===== src/rtl/sdm2_pkg.sv =====
`timescale 1ns/1ps
package sdm2_pkg;
  // extra accumulator bits above the input width
  localparam int unsigned SDM_GUARD_BITS = 4;
  // number of cascaded accumulators in the loop
  localparam int unsigned SDM_STAGES     = 2;
endpackage


===== src/rtl/sdm2_integ.sv =====
`timescale 1ns/1ps
// One saturating accumulator stage with two-level feedback.
module sdm2_integ #(
  parameter int IN_W  = 16,
  parameter int ACC_W = 20
) (
  input  logic                    clk,
  input  logic                    rst_n,
  input  logic                    en_i,
  input  logic                    clr_i,
  input  logic                    fb_pos_i,
  input  logic signed [ACC_W-1:0] add_i,
  output logic signed [ACC_W-1:0] sum_o,
  output logic signed [ACC_W-1:0] acc_o
);
  localparam int SW = ACC_W + 2;
  localparam logic signed [SW-1:0] FB_MAG =
    {{(SW-IN_W){1'b0}}, 1'b1, {(IN_W-1){1'b0}}};
  localparam logic signed [SW-1:0] MAXV = {3'b000, {(ACC_W-1){1'b1}}};
  localparam logic signed [SW-1:0] MINV = {3'b111, {(ACC_W-1){1'b0}}};

  // clamp a wide sum into the accumulator range
  function automatic logic signed [ACC_W-1:0] clamp_acc(
      input logic signed [SW-1:0] v);
    if (v > MAXV)      return MAXV[ACC_W-1:0];
    else if (v < MINV) return MINV[ACC_W-1:0];
    else               return v[ACC_W-1:0];
  endfunction

  // widen by sign extension
  function automatic logic signed [SW-1:0] widen(
      input logic signed [ACC_W-1:0] v);
    return {{2{v[ACC_W-1]}}, v};
  endfunction

  logic signed [SW-1:0] fb_w;
  logic signed [SW-1:0] wide_w;
  logic signed [ACC_W-1:0] acc_q;

  assign fb_w   = fb_pos_i ? FB_MAG : -FB_MAG;
  assign wide_w = widen(acc_q) + widen(add_i) - fb_w;
  assign sum_o  = clamp_acc(wide_w);
  assign acc_o  = acc_q;

  always_ff @(posedge clk) begin
    if (!rst_n)        acc_q <= '0;
    else if (en_i)     acc_q <= clr_i ? '0 : sum_o;
  end
endmodule


===== src/rtl/sdm2_runlen.sv =====
`timescale 1ns/1ps
// Counts consecutive equal output samples; flags a stall at the limit.
module sdm2_runlen #(
  parameter int RUN_LIMIT = 64
) (
  input  logic clk,
  input  logic rst_n,
  input  logic en_i,
  input  logic bit_i,
  output logic stall_o
);
  localparam int CW = $clog2(RUN_LIMIT + 1);
  localparam logic [CW-1:0] LIM = CW'(RUN_LIMIT);

  logic [CW-1:0] cnt_q;
  logic          last_q;
  logic          same_w;

  assign same_w  = (bit_i == last_q) && (cnt_q != '0);
  assign stall_o = (cnt_q == LIM);

  always_ff @(posedge clk) begin
    if (!rst_n) begin
      cnt_q  <= '0;
      last_q <= 1'b0;
    end else if (en_i) begin
      last_q <= bit_i;
      if (stall_o)     cnt_q <= '0;
      else if (same_w) cnt_q <= cnt_q + 1'b1;
      else             cnt_q <= CW'(1);
    end
  end
endmodule


===== src/rtl/sdm2_dac_mod.sv =====
`timescale 1ns/1ps
// Second-order one-bit modulator with clamping and run-length stability clear.
module sdm2_dac_mod
  import sdm2_pkg::*;
#(
  parameter int IN_W      = 16,
  parameter int RUN_LIMIT = 64
) (
  input  logic            clk,
  input  logic            rst_n,
  input  logic            en_i,
  input  logic [IN_W-1:0] x_i,
  output logic            bit_o,
  output logic            stab_rst_o
);
  localparam int ACC_W = IN_W + int'(SDM_GUARD_BITS);
  localparam int NST   = int'(SDM_STAGES);

  logic signed [ACC_W-1:0] stg_add [NST];
  logic signed [ACC_W-1:0] stg_sum [NST];
  logic signed [ACC_W-1:0] stg_acc [NST];

  logic quant_pos;   // quantizer decision from last stage sign
  logic run_stall;   // run-length limit reached
  logic clear_evt;   // accumulators cleared on this edge
  logic flag_q;

  assign quant_pos = ~stg_acc[NST-1][ACC_W-1];
  assign clear_evt = en_i & run_stall;

  for (genvar g = 0; g < NST; g++) begin : g_stage
    if (g == 0) begin : g_first
      assign stg_add[g] = {{(ACC_W-IN_W){x_i[IN_W-1]}}, x_i};
    end else begin : g_next
      assign stg_add[g] = stg_sum[g-1];
    end
    sdm2_integ #(.IN_W(IN_W), .ACC_W(ACC_W)) u_integ (
      .clk      (clk),
      .rst_n    (rst_n),
      .en_i     (en_i),
      .clr_i    (run_stall),
      .fb_pos_i (quant_pos),
      .add_i    (stg_add[g]),
      .sum_o    (stg_sum[g]),
      .acc_o    (stg_acc[g])
    );
  end

  sdm2_runlen #(.RUN_LIMIT(RUN_LIMIT)) u_run (
    .clk     (clk),
    .rst_n   (rst_n),
    .en_i    (en_i),
    .bit_i   (quant_pos),
    .stall_o (run_stall)
  );

  always_ff @(posedge clk) begin
    if (!rst_n) flag_q <= 1'b0;
    else        flag_q <= clear_evt;
  end

  assign bit_o      = quant_pos;
  assign stab_rst_o = flag_q;
endmodule


===== config.mk =====
export PLATFORM = sky130hd
export DESIGN_NAME = sdm2_dac_mod
export DESIGN_NICKNAME = d
export VERILOG_FILES = /design/src/rtl/sdm2_pkg.sv /design/src/rtl/sdm2_integ.sv /design/src/rtl/sdm2_runlen.sv /design/src/rtl/sdm2_dac_mod.sv
export SDC_FILE = /design/constraint.sdc
export NUM_CORES = 1
export LEC_CHECK = 0
export BUFFER_PORTS_ARGS = -buffer_cell sky130_fd_sc_hd__buf_2
export CAP_MARGIN = 20
export CORE_ASPECT_RATIO = 0.5
export CORE_MARGIN = 3
export CORE_UTILIZATION = 63
export CTS_CLUSTER_DIAMETER = 30
export CTS_CLUSTER_SIZE = 8
export DETAILED_ROUTE_END_ITERATION = 16
export PLACE_DENSITY = 0.89
export SLEW_MARGIN = 25
export SYNTH_ARGS = -nofsm -noshare
export SYNTH_HDL_FRONTEND = slang
export SYNTH_SLANG_ARGS = --single-unit

===== constraint.sdc =====
create_clock -name clk -period 11.4 [get_ports clk]
set_input_delay 2.28 -clock clk [delete_from_list [all_inputs] [get_ports clk]]
set_output_delay 2.28 -clock clk [all_outputs]
set_load 0.02 [all_outputs]

-- Word level (Yosys, flattened, before mapping)
Index checks and enable logic that the tools add are counted.
- magnitude comparators: 4
- bitwise operators: 2
- mux-type cells: 9
- add/subtract/negate cells: 5
- reduce and logical (&&, ||, !) cells: 2
- equal/unequal tests: 2
- operators by type and width (kind ; number):
    $mux 20 ; 6
    $gt 22x20->1 const B ; 2
    $lt 22x20->1 const B ; 2
    $sub 22x22->22 ; 2
    $mux 22 ; 1
    $add 20x16->21 ; 1
    $add 20x20->21 ; 1
    $mux 7 ; 2
    $add 7x1->7 const B ; 1
    $eq 7x7->1 const B ; 1
    $reduce_bool 7->1 ; 1
    $and 1x1->1 ; 1
    $eq 1x1->1 ; 1
    $logic_and 1x1->1 ; 1
    $not 1->1 ; 1
- output and inout bits: 2
- bits of input ports: 19
- logic and storage cells: 29
- register bits after elaboration: 49

-- Depth between registers and ports, before layout
Gate-level depths: netlist (run 1).
- word-level depth: 11
- mapped depth: 40

-- Cells and area by module
From an unflattened synthesis (run 1), not the netlist that was laid out.
- cell total of the unflattened synthesis: 724
- area total of the unflattened synthesis: 5532.8 µm²
- by module, submodules not included (module ; area each (µm²) ; times used ; sequential area each (µm²) ; cells an instance):
    sdm2_integ at g_stage[0].u_integ ; 2625.0 ; 1 ; 400.4 ; 349
    sdm2_integ at g_stage[1].u_integ ; 2438.6 ; 1 ; 400.4 ; 326
    sdm2_runlen ; 439.2 ; 1 ; 160.2 ; 46
    sdm2_dac_mod ; 30.0 ; 1 ; 20.0 ; 3

-- Worst setup path after synthesis (run 1)
Ideal clock, no wire load.
- kind: in2reg
- from: input x_i[0]
- to: register g_stage[1].u_integ.acc_q[15]
- library setup time: 0.060 ns
- setup slack: 1.671 ns
- arrival time: 9.669 ns
- stages on the path: 39
- path through: ha_1 > inv_1 > fa_1 > nor2b_1 > o21ai_0 > a211oi_1 > o2111ai_1 > a21boi_0 > o31a_1 > mux2i_1 > nand2_1 > ha_1 > o21a_1 > nor3_1 > o21ai_0 > a32oi_1 > mux2_4 > clkbuf_1 > (+3 left out) > a21o_1 > a21oi_1 > o21ai_0 > a41o_1 > a21oi_1 > nor2b_1 > xnor2_1 > inv_1 > fa_1 > nor2b_1 > o21a_1 > nor3_1 > or2_1 > nor4b_1 > a31oi_1 > a21oi_2 > buf_2 > a221o_1
- word-level cells in the longest chain between the ends: 11
- RTL lines (element ; RTL line ; source):
    start, declared ; sdm2_dac_mod.sv:12 ; input logic [IN_W-1:0] x_i,
    $add 20x16->21 * ; sdm2_integ.sv:41 ; assign wide_w = widen(acc_q) + widen(add_i) - fb_w;
    $sub 22x22->22 * ; sdm2_integ.sv:41 ;
    $lt 22x20->1 ; sdm2_integ.sv:26 ; else if (v < MINV) return MINV[ACC_W-1:0];
    $mux 20 ; sdm2_integ.sv:26 ;
    $mux 20 * ; sdm2_integ.sv:25 ; if (v > MAXV) return MAXV[ACC_W-1:0];
    $add 20x20->21 * ; sdm2_integ.sv:41 ;
    $sub 22x22->22 * ; sdm2_integ.sv:41 ;
    $lt 22x20->1 ; sdm2_integ.sv:26 ;
    $mux 20 ; sdm2_integ.sv:26 ;
    $mux 20 * ; sdm2_integ.sv:25 ;
    $mux 20 * ; sdm2_integ.sv:47 ; else if (en_i) acc_q <= clr_i ? '0 : sum_o;
    end signal, assigned ; sdm2_integ.sv:47 ;
    end, declared ; sdm2_integ.sv:38 ; logic signed [ACC_W-1:0] acc_q;
Mark *: on every way between the ends. The rest lies on a longest branch, timed or not.
A chain may end at the register's enable or synchronous reset.

-- Final worst setup path (run 1)
- from: input x_i[0]
- to: register g_stage[1].u_integ.acc_q[5]
The elaborated chain is that of the path after synthesis.

==> impl_results.md, run 1 <==
- Number of fill cells: 465
- Worst Hold Class: flip-flop to flip-flop
- Worst setup path category: input port to flip-flop
- First-pass GRT wire length: 17.48 mm
- Hold Path Depth: 1
- Starting density of the core: 0.6874
- CTS sink cnt: 49
- Final WL: 10.31 mm
- GP Congestion: 0.9697
- Final setup viols: 0
- Slew Viols, Final: 0
- Layout area overhead: 6.538%
- Crit-path slowest cell: fa_1
- Via density: 6.394
- CP startpoint kind: input port
- H-tree Lvls: 2
- R2R setup slack: 2.63 ns
- Initial antenna violation count: 0
- Tmin final: 10.47 ns
- CTS tree: built
- Die Ht: 65.23 um
- Tot GR Track Use: 0.2628
- Status: complete, no violations
- Synth warn: 0
- CTS buffer count: 5
- Die ar.: 8119 um^2
- Layout Utilization: 0.7323
- Worst path most repeated cell: o21ai_0
- Wire length per cell: 16.26 um
- Final Hold Fails: 0
- CTS Hold Bufs: 0
- # DRC: 0
- Worst Tran Pin Value: 0.5766 ns
- Synthesized flop and latch total: 49
- CP Data Arrival Time: 10.71 ns
- Vias: 4054
- Min-delay src: g_stage[0].u_integ.acc_o[14]
- GRT overflow: 0
- EDFF count, synth: 0
- RSZ-0062 raised after global routing: no
- Ys async rst share: 0
- Clk_lat worst skew: 0.30 ns
- Pre-antenna DRT Iters: 5
- CP required: 11.64 ns
- Syn_area_per_cell: 8.309 um^2
- Mapped cell area: 4420 um^2
- Critical Path Stages: 38
- Worst reg2reg path depth: 37
- Sequential cell area: 980.9 um^2
- Worst setup path startpoint: x_i[0]
- Syn Inst Count: 532
- Layout Nets: 620
- Synth top area cells: dfxtp_1 (22%), ha_1 (15%), a221o_1 (7.0%)
- Max-cap check violation count: 0
- Clock tree root driver cell: clkbuf_16
- Final setup skew: 0.003773 ns
- Layout cell share with drive strength beyond 1: 0.07692
- PortBufs: 20
- Yosys top cell by area: dfxtp_1
- Drt first-iter violations: 252
- Synth unique cells: 64
- Antenna-violating nets left: 0
- Syn Nets: 607
- Reg2reg start: g_stage[0].u_integ.acc_o[0]
- Crit-path max FO: 20
- Slowest stage delay, CP: 0.43 ns
- Crit path capture type: flip-flop
- Setup TNS: 0 ns
- N_diodes: 0
- # rows: 20
- Final worst-path cycle share: 0.9180
- Number of global-route vias before repair: 3766
- Worst-path clk slew: 0.07 ns
- Footprint of the multi-input gates: 3258 um^2
- Synth top area share: 0.2219
- Slew HR: 0.6156
- Crit-path leading delay family: compound AO/OA/AOI/OAI gates
- CP Buf/Inv Count: 3
- Setup Fix Bufs, Post-CTS: 0
- Die extent in x: 124.5 um
- Core ar.: 6431 um^2
- Largest net degree at the start of global routing: 36
- Top Ports: 21
- Deepest clock path buffer count: 2
- Post-synth top flop: dfxtp_1
- Dpl hpwl: 7.747 mm
- Max Clock Freq: 95.55 MHz
- Register area share after synthesis: 0.2219
==> kinds of logic (layout without fill, tap and decap cells) <==
group,Yosys count,after routing,share of synthesized area
AO/OA/AOI/OAI,186,186,0.3063
AND/OR/NAND/NOR,152,152,0.1698
adder cells (fa/ha/maj),56,56,0.1653
flip-flops,49,49,0.2219
buffers and inverters,43,57,0.04331
XOR/XNOR,42,42,0.08321
multiplexers,4,4,0.01019
==> worst reg2reg max path, delay by kind of cell, from the launching register on <==
| family | cells | cell delay, ns |
|---|---|---|
| flip-flops | 1 | 0.35 |
| AND/OR/NAND/NOR | 8 | 1.42 |
| buffers and inverters | 2 | 0.15 |
| AO/OA/AOI/OAI | 17 | 3.87 |
| XOR/XNOR | 1 | 0.16 |
| multiplexers | 3 | 0.69 |
| adder cells (fa/ha/maj) | 6 | 2.06 |
==> worst paths after layout <==
kind / end
max reg2reg: g_stage[1].u_integ.acc_o[5]
min: g_stage[0].u_integ.acc_o[14]
min reg2reg: g_stage[0].u_integ.acc_o[14]
max: g_stage[1].u_integ.acc_o[5]
==> placed cells by master, fill, tap and decap left out, types with 3 or more instances in the layout <==
cell        n
and2_1      4
nor2_1     34
and3_1      4
o21bai_1    7
inv_1      28
a31oi_1     3
buf_2      20
nand2_1    46
xor2_1     16
mux2i_1     3
a21oi_1    41
dfxtp_1    49
xnor2_1    26
nand2b_1   14
o21a_1      7
nor2b_1     8
nor4_1      3
clkbuf_16   5
a211o_1     7
a221oi_1    4
a211oi_1    5
a21o_1     16
o211ai_1    7
fa_1        4
ha_1       52
a221o_1    31
nand3_1     8
nor3_1     15
o21ai_0    29
==> layout make-up <==
type / count / area share
Multi-Input combinational cell: 440 / 0.6918
Sequential cell: 49 / 0.2083
Clock buffer: 5 / 0.02657
Tap cell: 88 / 0.02338
Timing Repair Buffer: 21 / 0.02285
Inverter: 28 / 0.02232
Clock inverter: 3 / 0.004782
==> cells in the mapped netlist (all sizes together) (3+ instances only) <==
cell     n
a221o   31
buf      7
ha      52
mux2i    3
nor3    15
a221oi   4
nor4     3
nor2    37
a21oi   42
o21ai   33
or2      4
dfxtp   49
o211ai   7
xnor2   26
xor2    16
and2     4
a31oi    3
nand2b  14
and3     4
o21a     7
fa       4
a211o    8
a21o    16
clkbuf   8
nand3    8
nor2b    8
inv     28
a211oi   6
o21bai   7
nand2   46
==> registers in the layout, summed over array words and instances, names as in the netlist <==
name and count:
g_stage.u_integ.acc_o 40, stab_rst_o 1, u_run.last_q 1, u_run.cnt_q 7
==> timing repair <==
item	4_1_cts	5_1_grt
endpoints found under the hold margin	0	0
setup endpoints to repair	0	16
resized for setup	0	1
==> layer usage <==
layer,vias to the layer above,track usage,share of wire
li1,2021,-,-
met1,1882,0.3810,0.49
met2,139,0.4052,0.42
met3,12,0.04870,0.083
met4,0,0.06284,0.010
met5,-,0,0
==> metrics by stage <==
| stage | cells | hold slack [ns] | instance area [um^2] | setup WS, ns |
|---|---|---|---|---|
| final | 634 | 0.4726 | 4710 | 0.9346 |
| after global routing | 634 | 0.4913 | 4710 | 0.07777 |
| after global placement | 626 | 0.4484 | 4554 | 0.7243 |
| after floorplan | 532 | 0.4397 | 4420 | 1.671 |
| after CTS | 634 | 0.4729 | 4702 | 0.8495 |
| after detailed placement | 626 | 0.4551 | 4554 | 0.5953 |
Power of run 1 is left out: the tool's default activity adds up to more than one toggle a clock period on the data nets, which glitch-free logic cannot reach.
==> inputs of run 2 (changes only) <==
--- a/config.mk
+++ b/config.mk
@@ -9,11 +9,11 @@
 export CAP_MARGIN = 20
 export CORE_ASPECT_RATIO = 0.5
 export CORE_MARGIN = 3
-export CORE_UTILIZATION = 63
+export CORE_UTILIZATION = 65
 export CTS_CLUSTER_DIAMETER = 30
 export CTS_CLUSTER_SIZE = 8
 export DETAILED_ROUTE_END_ITERATION = 16
-export PLACE_DENSITY = 0.89
+export PLACE_DENSITY = 0.92
 export SLEW_MARGIN = 25
 export SYNTH_ARGS = -nofsm -noshare
 export SYNTH_HDL_FRONTEND = slang
==> constraint.sdc (replaced) <==
create_clock -name clk -period 13 [get_ports clk]
set_input_delay 2.6 -clock clk [delete_from_list [all_inputs] [get_ports clk]]
set_output_delay 2.6 -clock clk [all_outputs]
set_load 0.02 [all_outputs]
==> run 2 against run 1 <==
Setup slack gained 0.91 ns. Global-route usage grew 2.7 points. Clock skew grew 0.0032 ns. Core utilization is 1.1 points higher. Sequential share of layout area barely moved. Cell count is the same.
==> impl_results.md, run 2 (synthesis results as in run 1) <==
- Status: complete, no violations
- Commonest non-fill, non-tap cell in the layout: ha_1
- Pre-antenna DRT Iters: 5
- PostCTS Resize Cnt: 0
- Initial antenna violation count: 0
- Worst-path clk slew: 0.07 ns
- Deepest clock path buffer count: 2
- Worst reg2reg path depth: 37
- Final setup viols: 0
- CTS buffer count: 5
- Crit-path max FO: 20
- Die ar.: 7887 um^2
- Antenna-violating nets left: 0
- Layout cell share with drive strength beyond 1: 0.07692
- Worst setup path startpoint: x_i[0]
- Placed inst area: 4554 um^2
- Die Ht: 64.32 um
- GP Congestion: 0.9672
- Final WL: 10.83 mm
- H-tree Lvls: 2
- GRT overflow: 0
- Most frequent cells in the layout: ha_1 (52), dfxtp_1 (49), nand2_1 (46)
- N_diodes: 0
- CTS tree: built
- Largest net degree at the start of global routing: 36
- Number of global-route vias before repair: 3949
- Slew Viols, Final: 0
- # DRC: 0
- CP Data Arrival Time: 11.39 ns
- Max Clock Freq: 89.67 MHz
- Slew HR: 0.4986
- Drt first-iter violations: 332
- Setup Fix Bufs, Post-CTS: 0
- Crit-path slowest cell: a21oi_2
- R2R setup slack: 3.87 ns
- # rows: 20
- Dpl hpwl: 8.019 mm
- Reg2reg start: g_stage[0].u_integ.acc_o[0]
- Final worst-path cycle share: 0.8578
- Final instance area: 4705 um^2
- Worst path most repeated cell: o21ai_0
- Layout area overhead: 6.425%
- Clock tree root driver cell: clkbuf_16
- Layout Nets: 620
- Number of fill cells: 446
- CTS Hold Bufs: 0
- RSZ-0062 raised after global routing: no
- Via density: 6.517
- Die extent in x: 122.6 um
- CP startpoint kind: input port
- Worst Hold Class: flip-flop to flip-flop
- Final Hold Fails: 0
- Tmin final: 11.15 ns
- Tot GR Track Use: 0.2895
- Top Ports: 21
- Wire length per cell: 17.07 um
- Final setup skew: 0.006925 ns
- PortBufs: 20
- Max-cap check violation count: 0
- Slowest stage delay, CP: 0.62 ns
- Max FFs per register: 40
- Worst Tran Pin Value: 0.7521 ns
- Worst setup path category: input port to flip-flop
- Core ar.: 6331 um^2
- CP Capture Point: g_stage[1].u_integ.acc_o[9]
- First-pass GRT wire length: 18.46 mm
- Clk_lat worst skew: 0.30 ns
- CTS sink cnt: 49
- CP required: 13.24 ns
- Reg2reg end: g_stage[1].u_integ.acc_o[9]
- Starting density of the core: 0.6982
- Vias: 4132
- Crit path capture type: flip-flop
- Setup TNS: 0 ns
run 2: cell types whose count changed in the layout (fill, tap and decap cells not counted):
| cell | before | now |
|---|---|---|
| a21oi_4 | 1 | 0 |
| clkinvlp_4 | 0 | 1 |
| clkinv_4 | 2 | 0 |
| a21oi_2 | 0 | 1 |
| inv_6 | 0 | 2 |
| clkinv_2 | 1 | 0 |
run 2: through the flow:
stage	setup slack (ns)	hold slack [ns]	std cells	util
finish	1.848	0.4686	634	0.7431
global placement	2.064	0.4491	626	0.7194
CTS	2.024	0.4737	634	0.7431
floorplan	2.951	0.4397	532	-
detailed placement	1.769	0.4564	626	0.7194
global route	1.177	0.4840	634	0.7431
run 2: layout make-up:
type / instances / area [um^2] / share of cell area
inverters: 28 / 105.1 / 0.02234
flip-flops and latches: 49 / 980.9 / 0.2085
clock inverters: 3 / 25.02 / 0.005319
multi-input cells: 440 / 3251 / 0.6910
repair buffers: 21 / 107.6 / 0.02287
well taps: 88 / 110.1 / 0.02340
clock buffers: 5 / 125.1 / 0.02660
run 2: worst min path at each step:
stage / start / end / slack [ns] / depth (start not counted)
finish: g_stage[0].u_integ.acc_o[10] / g_stage[0].u_integ.acc_o[10] / 0.47 / 1
floorplan: g_stage[0].u_integ.acc_o[10] / g_stage[0].u_integ.acc_o[10] / 0.44 / 1
detailed placement: g_stage[0].u_integ.acc_o[10] / g_stage[0].u_integ.acc_o[10] / 0.46 / 1
CTS: g_stage[0].u_integ.acc_o[10] / g_stage[0].u_integ.acc_o[10] / 0.47 / 1
global placement: g_stage[0].u_integ.acc_o[11] / g_stage[0].u_integ.acc_o[11] / 0.45 / 1
global route: g_stage[0].u_integ.acc_o[10] / g_stage[0].u_integ.acc_o[10] / 0.48 / 1
run 2: worst max-delay path, delay by kind of cell:
kind / cells / cell delay [ns]
adders and majority gates: 6 / 2.10
AOI/OAI and AO/OA: 18 / 4.26
buffers and inverters: 3 / 0.24
xor gates and xnor gates: 1 / 0.16
muxes: 2 / 0.49
and+or+nand+nor: 8 / 1.50
run 2: per-layer routing:
layer	wire [um]	global-route usage	vias up
li1	-	-	2021
met3	880	0.05659	13
met2	4842	0.4675	162
met1	5003	0.3997	1936
met5	0	0	-
met4	98	0.06555	0
Power of run 2 is left out for the same reason.
